--- src/rtl/fault_latch_pkg.sv ---
package fault_latch_pkg;
  localparam int NTC_W  = 3;
  localparam int CODE_W = 2;
  localparam int BYTE_W = 8;

  localparam logic [CODE_W-1:0] CHG_NONE  = 2'b00;
  localparam logic [CODE_W-1:0] CHG_INPUT = 2'b01;
  localparam logic [CODE_W-1:0] CHG_THERM = 2'b10;
  localparam logic [CODE_W-1:0] CHG_TIMER = 2'b11;

  typedef struct packed {
    logic              wdog;
    logic              boost;
    logic [CODE_W-1:0] chg;
    logic              ovp;
  } flt_t;

  // thermal shutdown beats input fault, which beats timer expiry
  function automatic logic [CODE_W-1:0] chg_pick(input logic inp, input logic therm,
                                                 input logic tmr);
    if (therm)    return CHG_THERM;
    else if (inp) return CHG_INPUT;
    else if (tmr) return CHG_TIMER;
    else          return CHG_NONE;
  endfunction

  function automatic logic [BYTE_W-1:0] pack_byte(input flt_t f, input logic [NTC_W-1:0] ntc);
    return {f.wdog, f.boost, f.chg, f.ovp, ntc};
  endfunction
endpackage

--- src/rtl/fault_capture.sv ---
module fault_capture
  import fault_latch_pkg::*;
(
  input  logic clk,
  input  logic rst_n,
  input  logic ev_wdog,
  input  logic ev_boost,
  input  logic ev_input,
  input  logic ev_thermal,
  input  logic ev_timer,
  input  logic ev_batovp,
  input  logic mask_chg,
  input  logic mask_bat,
  input  logic rd_clr,
  output flt_t flt_q,
  output logic pending,
  output logic wake
);
  logic [CODE_W-1:0] new_code;
  flt_t              flt_d;

  assign new_code = chg_pick(ev_input, ev_thermal, ev_timer);

  always_comb begin
    if (rd_clr) begin
      flt_d.wdog  = ev_wdog;
      flt_d.boost = ev_boost;
      flt_d.ovp   = ev_batovp;
      flt_d.chg   = new_code;
    end else begin
      flt_d.wdog  = flt_q.wdog  | ev_wdog;
      flt_d.boost = flt_q.boost | ev_boost;
      flt_d.ovp   = flt_q.ovp   | ev_batovp;
      flt_d.chg   = (flt_q.chg != CHG_NONE) ? flt_q.chg : new_code;
    end
  end

  always_ff @(posedge clk or negedge rst_n) begin
    if (!rst_n) flt_q <= '0;
    else        flt_q <= flt_d;
  end

  assign pending = (flt_q != '0);
  assign wake    = ev_wdog | ev_boost | (mask_chg & (new_code != CHG_NONE))
                 | (mask_bat & ev_batovp);
endmodule

--- src/rtl/ntc_watch.sv ---
module ntc_watch
  import fault_latch_pkg::*;
(
  input  logic             clk,
  input  logic             rst_n,
  input  logic [NTC_W-1:0] ntc_state,
  output logic             ntc_chg
);
  logic [NTC_W-1:0] ntc_prev;

  always_ff @(posedge clk or negedge rst_n) begin
    if (!rst_n) ntc_prev <= '0;
    else        ntc_prev <= ntc_state;
  end

  assign ntc_chg = (ntc_state != ntc_prev);
endmodule

--- src/rtl/irq_pulse.sv ---
module irq_pulse #(
  parameter int PULSE_CYC = 25600
) (
  input  logic clk,
  input  logic rst_n,
  input  logic req,
  output logic irq_n
);
  localparam int CW = $clog2(PULSE_CYC + 1);
  logic [CW-1:0] cnt;

  always_ff @(posedge clk or negedge rst_n) begin
    if (!rst_n)                 cnt <= '0;
    else if (cnt != '0)         cnt <= cnt - CW'(1);
    else if (req)               cnt <= CW'(PULSE_CYC);
  end

  assign irq_n = (cnt == '0);
endmodule

--- src/rtl/fault_latch_irq.sv ---
module fault_latch_irq
  import fault_latch_pkg::*;
#(
  parameter int PULSE_CYC = 25600
) (
  input  logic             clk,
  input  logic             rst_n,
  input  logic             ev_wdog,
  input  logic             ev_boost,
  input  logic             ev_input,
  input  logic             ev_thermal,
  input  logic             ev_timer,
  input  logic             ev_batovp,
  input  logic [NTC_W-1:0] ntc_state,
  input  logic             mask_chg,
  input  logic             mask_bat,
  input  logic             rd_stb,
  output logic [BYTE_W-1:0] fault_byte,
  output logic             irq_n
);
  flt_t flt_q;
  logic pending;
  logic wake;
  logic ntc_chg;
  logic irq_req;

  fault_capture u_cap (
    .clk(clk), .rst_n(rst_n),
    .ev_wdog(ev_wdog), .ev_boost(ev_boost), .ev_input(ev_input),
    .ev_thermal(ev_thermal), .ev_timer(ev_timer), .ev_batovp(ev_batovp),
    .mask_chg(mask_chg), .mask_bat(mask_bat), .rd_clr(rd_stb),
    .flt_q(flt_q), .pending(pending), .wake(wake)
  );

  ntc_watch u_ntc (
    .clk(clk), .rst_n(rst_n), .ntc_state(ntc_state), .ntc_chg(ntc_chg)
  );

  assign irq_req = (wake & ~pending) | ntc_chg;

  irq_pulse #(.PULSE_CYC(PULSE_CYC)) u_pulse (
    .clk(clk), .rst_n(rst_n), .req(irq_req), .irq_n(irq_n)
  );

  assign fault_byte = pack_byte(flt_q, ntc_state);
endmodule

--- config.mk ---
export PLATFORM = sky130hd
export DESIGN_NAME = fault_latch_irq
export DESIGN_NICKNAME = d
export VERILOG_FILES = /design/src/rtl/fault_latch_pkg.sv /design/src/rtl/fault_capture.sv /design/src/rtl/ntc_watch.sv /design/src/rtl/irq_pulse.sv /design/src/rtl/fault_latch_irq.sv
export SDC_FILE = /design/constraint.sdc
export NUM_CORES = 1
export LEC_CHECK = 0
export ABC_AREA = 1
export BUFFER_PORTS_ARGS = -buffer_cell sky130_fd_sc_hd__buf_2
export CAP_MARGIN = 10
export CELL_PAD_IN_SITES_DETAIL_PLACEMENT = 1
export CELL_PAD_IN_SITES_GLOBAL_PLACEMENT = 1
export CORE_MARGIN = 2
export CORE_UTILIZATION = 42
export DETAILED_ROUTE_END_ITERATION = 12
export PLACE_DENSITY = 0.88
export SLEW_MARGIN = 20
export SYNTH_ARGS = -nofsm -noshare
export SYNTH_HDL_FRONTEND = slang
export SYNTH_SLANG_ARGS = --single-unit
--- constraint.sdc ---
create_clock -name clk -period 2.7 [get_ports clk]
set_clock_uncertainty 0.1 [all_clocks]
set_input_delay 0.135 -clock clk [delete_from_list [all_inputs] [get_ports clk]]
set_output_delay 0.135 -clock clk [all_outputs]
set_load 0.03 [all_outputs]
==> results of run 1 <==
power by group:
group,switching [W],internal (W)
combinational,0.000130,0.0000891
clock,0.000111,0.0000579
sequential,0.0000635,0.000401
total,0.000304,0.000548
synth_stat cells:
library cell,number,area [um2]
nand2_2,3,18.8
nor3_1,1,5.00
nand2_1,46,173
inv_4,1,6.26
o21ai_0,3,15.0
buf_4,3,22.5
nand2_4,1,11.3
dfrtp_1,23,576
xor2_1,2,17.5
nor2_2,5,31.3
nand3_1,13,65.1
nor2_1,29,109
o32ai_1,1,8.76
nand3b_1,1,7.51
or2_2,2,12.5
a21oi_1,6,30.0
inv_1,32,120
o22ai_1,1,6.26
ha_1,2,25.0
or2_1,2,12.5
o21bai_1,1,7.51
xnor2_1,2,17.5
nor2_4,2,22.5
routing by layer:
layer	track usage [%]	part of all wire [%]
met1	22.6	40
met5	0	0
met4	8.89	2.2
met3	2.16	2.6
met2	40.5	55
per-stage QoR:
stage | utilization [%] | cells | setup WS, ns
after global routing | 52.5 | 259 | 0.648
final | 52.5 | 259 | 0.745
after global placement | 48.3 | 245 | 1.15
after detailed placement | 48.3 | 245 | 1.08
after floorplan | - | 182 | 1.26
after CTS | 52.5 | 259 | 0.724
worst max-delay path: stages, from the launching register on:
cell	delay, ns
dfrtp_1	0.43
nor2_1	0.21
nand2_1	0.13
nor2_2	0.18
nand2_4	0.13
inv_4	0.12
buf_2	0.20
logic make-up after synthesis:
group	after synthesis	synth area share, %
simple gates	105	35.4
flops	23	43.6
fa+ha+maj	2	1.90
buf+inv	36	11.3
compound gates	12	5.12
xor+xnor	4	2.65
worst paths after layout:
path	slack, ns	from	endpoint	cells past startpoint
worst max-delay path	0.74	u_pulse.cnt[13]	irq_n	6
worst min-delay path	0.07	ev_timer	u_cap.flt_q[2]	3
min in group asynchronous	0.20	rst_n	u_pulse.cnt[4]	2
worst min register to register	0.42	u_pulse.cnt[8]	u_pulse.cnt[8]	1
worst max register to register	1.06	u_pulse.cnt[0]	u_pulse.cnt[14]	9
max in group asynchronous	1.95	rst_n	u_cap.flt_q[3]	2
sequential cells by signal (all words and copies together) (netlist names):
name,cells
u_cap.flt_q,5
u_ntc.ntc_prev,3
u_pulse.cnt,15
cell type report:
cell class	count	share of cell area, %
Multi-Input combinational cell	123	37.5
Tap cell	44	3.46
Sequential cell	23	36.2
Timing Repair Buffer	32	13.2
Clock buffer	4	1.65
Inverter	33	7.95
==> impl_metrics.yaml, run 1 <==
critical_path:
  crit_required_ns: 2.47
  critical_path_class: "flip-flop to output port"
  crit_arrival_ns: 1.72
  cp_max_fo: 9
  cp-end-kind: "output port"
  startpoint_type: "flip-flop"
timing:
  finalSetupViolCount: 0
  worst_pin_slew_ns: 0.521
  rsz0062_at_grt: "no"
  relSlewSlack_pct: 65.3
  period_share_pct: 72.4
  fin_tns_setup_ns: 0
  post-route-min-period_ns: 1.96
  whs_ns: 0.0673
  maxSlewViolCount: 0
  timing.final.hold_violations: 0
  fmax_mhz: 511
floorplanning:
  die_y_um: 60.1
  fp-row-count: 20
  ioPinCount: 23
  coreArea_um2: 3030
  start_util_pct: 43.6
  design.die.area_um2: 3610
  die_x_um: 60.1
clock_network:
  clock_latency_ns: 0.32
  hold_buffers: 10
  root_buffer: "clkbuf_4"
  h-tree-depth: 1
  cts_resized: 0
  cts_buffers: 3
  post_cts_buffers: 0
  cts_tree: "done"
  cts_max_path_buffers: 2
  clock-sinks: 23
  clk_pin_slew_ns: 0.13
route:
  via_per_inst: 4.75
  first_pass_iters: 4
  wl_per_cell_um: 12.6
  route.vias.total: 1231
  ant_nets: 0
  dr.first_iter.drc_count: 22
  routed_wl_um: 3250
  drcViolationCount: 0
placed_design:
  placement.io_buffers: 22
  post_dp_cell_area_um2: 1460
  gp_congestion: 0.889
  dpl.hpwl_um: 2600
outcome:
  status: "finished, final reports clean"
cells_and_area:
  multiInputGateArea_um2: 596
  final_cell_mix: "nand2_1, inv_1, nor2_1"
  drive_gt1_share_pct: 18.1
  fin_area_um2: 1590
  num-nets-final: 232
  seqCellArea_um2: 576
  diodes: 0
  final_common_cell: "nand2_1"
  num-fill-cells: 393
  areaGrowthSynthToFinish_pct: 20.4
grt:
  grt_pass1_vias: 1364
  antenna_found_initial: 0
  grt_max_degree: 24
  grt_usage_pct: 21.0
  overflow: 0
  grt_pass1_wl_um: 5650
synth:
  synth_cells: 182
  synthesis.area_um2: 1320
  synth_seq_area_share_pct: 43.6
  yosys_warnings: 0
  syn_nets: 198
  synth.avg_cell_area_um2: 7.25
  ys_ff_latch: 23
  synth_cell_types: 23
power:
  ir_drop_mv: 0.259
  p_leak_nw: 0.837
  power.total_w: 0.000853
  p_per_area_nw_per_um2: 536
hold_path:
  hold_class: "input port to flip-flop"
job:
  drv_cap: 0
(Power assumes the default switching activity.)
==> run 2: changes to the inputs <==
- CORE_UTILIZATION: 42 -> 35
- PLACE_DENSITY: 0.88 -> 0.79
- clock period: 2.7 -> 1.6 ns (I/O delays scaled with it)
==> run 2 against run 1 <==
  * Combinational power up 100%
  * Hold slack gained 0.13 ns
  * Critical path depth is 1 higher
  * Register-to-register slack got worse by 1.0 ns
  * Flip-flop and latch count unchanged
  * First-iteration DRC count up 82%
  * Global-route usage is 2.2 points lower
  * Worst setup slack worse by 0.70 ns
  * Die area grew 19%
  * Power up 90%
  * Core utilization decreased by 3.9 points
==> impl_metrics.yaml, run 2 (synthesized netlist as in run 1, its figures left out) <==
timing:
  relSlewSlack_pct: 64.4
  worst_pin_slew_ns: 0.533
  whs_ns: 0.201
  post-route-min-period_ns: 1.55
  period_share_pct: 97.1
  finalSetupViolCount: 0
  fmax_mhz: 643
  finalWorstSetupSlack_ns: 0.0459
  maxSlewViolCount: 0
  rsz0062_at_grt: "yes"
  timing.final.hold_violations: 0
grt:
  antenna_found_initial: 0
  overflow: 0
  grtUsageMet3_pct: 4.28
  grt_most_used_layer: "met2"
  grt_pass1_vias: 1426
  use_met1_pct: 21.2
  grt_max_degree: 24
  grt_usage_pct: 18.7
  globalRouteMet2Util_pct: 35.8
  grt_pass1_wl_um: 6170
critical_path:
  crit_required_ns: 1.42
  path_cells: "inv_2, ha_1, nand2_2, nor2_4, nand2_4, inv_6, buf_6"
  slowest_delay_ns: 0.41
  cp-end-kind: "output port"
  cp_slowest_cell: "dfrtp_1"
  timing.critical_path.buf_inv: 3
  critical_path_class: "flip-flop to output port"
  cp_max_fo: 3
  startpoint_type: "flip-flop"
  crit_arrival_ns: 1.37
  critPathTopFamily: "flip-flops"
cells_and_area:
  num-nets-final: 243
  reg.largest.list: "u_pulse.cnt x15, u_cap.flt_q x5, u_ntc.ntc_prev x3"
  stdcell_count: 274
  largest-register: "u_pulse.cnt"
  largest_reg_flops: 15
  diodes: 0
  final_cell_mix: "nand2_1, inv_1, nor2_1"
  areaGrowthSynthToFinish_pct: 33.8
  drive_gt1_share_pct: 26.1
  fin_area_um2: 1770
  final_common_cell: "nand2_1"
route:
  wl_per_cell_um: 13.2
  via_per_inst: 4.62
  dr.first_iter.drc_count: 40
  ant_nets: 0
  routed_wl_um: 3630
  route.vias.total: 1265
  first_pass_iters: 4
  drcViolationCount: 0
power:
  ir_drop_mv: 0.730
  p_leak_nw: 0.895
  power.total_w: 0.00162
  p_per_area_nw_per_um2: 918
floorplanning:
  start_util_pct: 36.3
  ioPinCount: 23
  die_y_um: 65.4
  fp-row-count: 22
  coreArea_um2: 3630
  design.die.area_um2: 4280
  die_x_um: 65.4
placed_design:
  post_dp_cell_area_um2: 1480
  dp.cells: 251
  dpl.hpwl_um: 2370
  placement.io_buffers: 22
  post-place-ws_ns: 0.0933
  gp_congestion: 0.800
outcome:
  status: "finished, final reports clean"
clock_network:
  cts_buffers: 3
  cts_tree: "done"
  clk_pin_slew_ns: 0.09
  cts_max_path_buffers: 2
  clock_latency_ns: 0.27
  clock-sinks: 23
  h-tree-depth: 1
  root_buffer: "clkbuf_8"
hold_path:
  hold_class: "input port to flip-flop"
job:
  drv_cap: 0
## run 2: cell types whose count changed in the layout (fill, tap and decap cells not counted), sizes merged
cell	change
buf	+7
dlygate4sd3	+4
clkbuf	-1
clkinvlp	+1
## run 2: report_power, final
part	internal [W]	switching (W)	total (W)
combinational	0.000193	0.000244	0.000437
sequential	0.000680	0.000122	0.000802
clock	0.000177	0.000206	0.000382
## run 2: what timing repair did
item,CTS,global route
pin swaps,1,3
hold buffers,14,0
setup buffers,4,1
hold endpoints to repair,31,0
gates cloned,0,0
gates resized for setup,6,11
endpoints found under the setup margin,1,9
## run 2: final cells by class
type,instances,area [um2]
Fill cell,478,1870
Multi-Input combinational cell,123,631
Sequential cell,23,577
Timing Repair Buffer,43,322
Inverter,33,129
Tap cell,48,60.1
Clock buffer,3,41.3
Clock inverter,1,7.51
## run 2: stage by stage
stage                     TNS [ns]  utilization (%)
after floorplan                  0                -
after global placement           0             40.8
after detailed placement         0             40.8
after CTS                        0             47.5
after global routing        -0.110             48.6
final                            0             48.6
## run 2: path summary, 6_finish.rpt
| check | endpoint | slack, ns | depth (start not counted) | startpoint |
|---|---|---|---|---|
| max in group asynchronous | u_pulse.cnt[5] | 0.80 | 2 | rst_n |
| min | u_pulse.cnt[0] | 0.20 | 6 | mask_chg |
| min reg2reg | u_pulse.cnt[8] | 0.41 | 1 | u_pulse.cnt[8] |
| min in group asynchronous | u_pulse.cnt[8] | 0.22 | 2 | rst_n |
| max | irq_n | 0.05 | 7 | u_pulse.cnt[0] |
| max reg2reg | u_pulse.cnt[10] | 0.06 | 10 | u_pulse.cnt[0] |
## run 2: metal layers
layer	share of wire, %	wire length [um]
met1	42	1510
met2	54	1980
met3	3.1	111
met4	0.83	30
met5	0	0
## run 2: worst register-to-register path, cell delays in order, from the launching register on
cell and delay, ns:
dfrtp_1 0.41, inv_2 0.08, ha_1 0.16, nand2_2 0.08
nor2_4 0.11, nand2_4 0.08, buf_12 0.14, buf_4 0.14
nand3_1 0.08, nand2_1 0.06, inv_1 0.05
==> run 3: changes to the inputs <==
- CORE_UTILIZATION: 35 -> 37
- CTS_BUF_LIST: default -> sky130_fd_sc_hd__clkbuf_2
- PLACE_DENSITY: 0.79 -> 0.82
==> run 3 against run 2 <==
  * The flow now finishes with violations (negative setup slack)
  * Maximum frequency is 7.6% lower
  * Non-clock buffer count is 13 higher
  * Critical path depth is 1 lower
  * Worst setup slack worse by 0.13 ns
  * Global-route usage is 1.4 points higher
  * Core utilization is 6.4 points higher
  * Largest cell class unchanged
  * Highest routed layer unchanged
==> impl_metrics.yaml, run 3 (synthesized netlist as in run 1, its figures left out) <==
critical_path:
  cp_max_fo: 4
  rr_endpoint: "u_pulse.cnt[10]"
  startpoint_type: "flip-flop"
  worstReg2RegStart: "u_pulse.cnt[7]"
  endpoint: "irq_n"
  crit_start: "u_pulse.cnt[7]"
  reg2regPathDepth: 9
  cp-end-kind: "output port"
  crit_arrival_ns: 1.50
  critical_path_class: "flip-flop to output port"
  r2r_slack_ns: 0
  crit_required_ns: 1.42
grt:
  grt_pass1_vias: 1398
  grt_usage_pct: 20.1
  antenna_found_initial: 0
  overflow: 0
  grt_max_degree: 24
  grt_pass1_wl_um: 6400
route:
  via_per_inst: 4.72
  ant_nets: 0
  routed_wl_um: 4260
  first_pass_iters: 4
  drcViolationCount: 0
  wl_per_cell_um: 15.0
  dr.first_iter.drc_count: 29
  route.vias.total: 1346
cells_and_area:
  final_common_cell: "nand2_1"
  num-nets-final: 256
  diodes: 0
  areaGrowthSynthToFinish_pct: 41.2
  seqCellArea_um2: 576
  largest-register: "u_pulse.cnt"
  drive_gt1_share_pct: 31.4
  reg.largest.list: "u_pulse.cnt x15, u_cap.flt_q x5, u_ntc.ntc_prev x3"
  final_cell_mix: "nand2_1, inv_1, nor2_1, dfrtp_1, buf_2"
  num-fill-cells: 425
  multiInputGateArea_um2: 676
  largest_reg_flops: 15
clock_network:
  cts_max_path_buffers: 2
  clock-sinks: 23
  cts_tree: "done"
  h-tree-depth: 1
  cts_buffers: 3
  clk_pin_slew_ns: 0.25
  clock_latency_ns: 0.35
  root_buffer: "clkbuf_2"
timing:
  finalWorstSetupSlack_ns: -0.0820
  fmax_mhz: 595
  relSlewSlack_pct: 63.2
  whs_ns: 0.0767
  worst_pin_slew_ns: 0.552
  rsz0062_at_grt: "yes"
  timing.final.hold_violations: 0
  finalSetupViolCount: 3
  period_share_pct: 105
  post-route-min-period_ns: 1.68
  maxSlewViolCount: 0
placed_design:
  dpl.hpwl_um: 2290
  placement.io_buffers: 22
  post-place-ws_ns: -0.000934
  gp_congestion: 0.812
floorplanning:
  design.die.area_um2: 4060
  ioPinCount: 23
  die_y_um: 63.7
  die_x_um: 63.7
  fp-row-count: 21
  coreArea_um2: 3390
  start_util_pct: 38.9
power:
  p_sw_share_pct: 38.1
  seq_power_share_pct: 48.9
  comb_power_share_pct: 35.5
  clkPwrFrac_pct: 15.6
  ir_drop_mv: 0.460
  p_per_area_nw_per_um2: 865
  p_leak_nw: 0.956
  intPower_w: 0.000997
  power.switching_w: 0.000614
outcome:
  status: "finished, violations left"
  violations: "negative setup slack"
job:
  drv_cap: 0
hold_path:
  hold_class: "input port to flip-flop"
-- run 3: cell type report --
| cell class | count | share of cell area (%) |
|---|---|---|
| well taps | 46 | 3.09 |
| flip-flops and latches | 23 | 30.9 |
| inverters | 33 | 6.91 |
| repair buffers | 56 | 21.8 |
| clock inverters | 1 | 0.268 |
| multi-input cells | 123 | 36.2 |
| clock buffers | 3 | 0.805 |
-- run 3: repair_timing --
| item | CTS | global route |
|---|---|---|
| hold endpoints to repair | 31 | 0 |
| setup endpoints to repair | 3 | 11 |
| hold buffers | 14 | 0 |
| setup buffers | 11 | 7 |
| resized for setup | 8 | 18 |
| pin swaps | 3 | 7 |
-- run 3: worst max-delay path, cell delays in order, from the launching register on --
cell and delay, ns:
dfrtp_1 0.50, nor2_2 0.16, nand2_2 0.12, nor2_4 0.12, nand2_4 0.07, clkinv_4 0.06, buf_6 0.12
-- run 3: power by group through the flow --
stage | clock [W] | combinational (W) | sequential, W
after floorplan | 0 | 0.000234 | 0.000788
after global placement | 0 | 0.000338 | 0.000787
after detailed placement | 0 | 0.000348 | 0.000788
after CTS | 0.000259 | 0.000452 | 0.000771
after global routing | 0.000287 | 0.000628 | 0.000800
final | 0.000252 | 0.000572 | 0.000788
-- run 3: metrics by stage --
step | instances | util (%) | power (W) | TNS, ns | cell area, um2
5_1_grt | 285 | 55.0 | 0.00171 | -0.621 | 1860
3_5_place_dp | 250 | 43.9 | 0.00114 | -0.000934 | 1490
4_1_cts | 279 | 51.7 | 0.00148 | -0.184 | 1750
6_report | 285 | 55.0 | 0.00161 | -0.0874 | 1860
3_3_place_gp | 250 | 43.9 | 0.00112 | 0 | 1490
2_1_floorplan | 182 | - | 0.00102 | 0 | 1320
-- run 3: worst min-delay path by stage --
stage | to | depth (start not counted) | start | slack (ns)
global placement | u_pulse.cnt[8] | 1 | rst_n | -0.009
finish | u_pulse.cnt[0] | 6 | mask_chg | 0.08
floorplan | u_cap.flt_q[0] | 0 | rst_n | -0.32
detailed placement | u_pulse.cnt[8] | 1 | rst_n | -0.003
global route | u_pulse.cnt[0] | 6 | mask_chg | 0.08
CTS | u_pulse.cnt[0] | 6 | mask_chg | 0.07
-- run 3: metal layers --
layer,routed length (um),GRT usage [%],vias to the layer above,part of all wire (%)
li1,-,-,657,-
met1,1680,23.7,658,39
met2,2410,38.6,27,57
met3,133,3.70,4,3.1
met4,38,2.72,0,0.89
met5,0,0,-,0
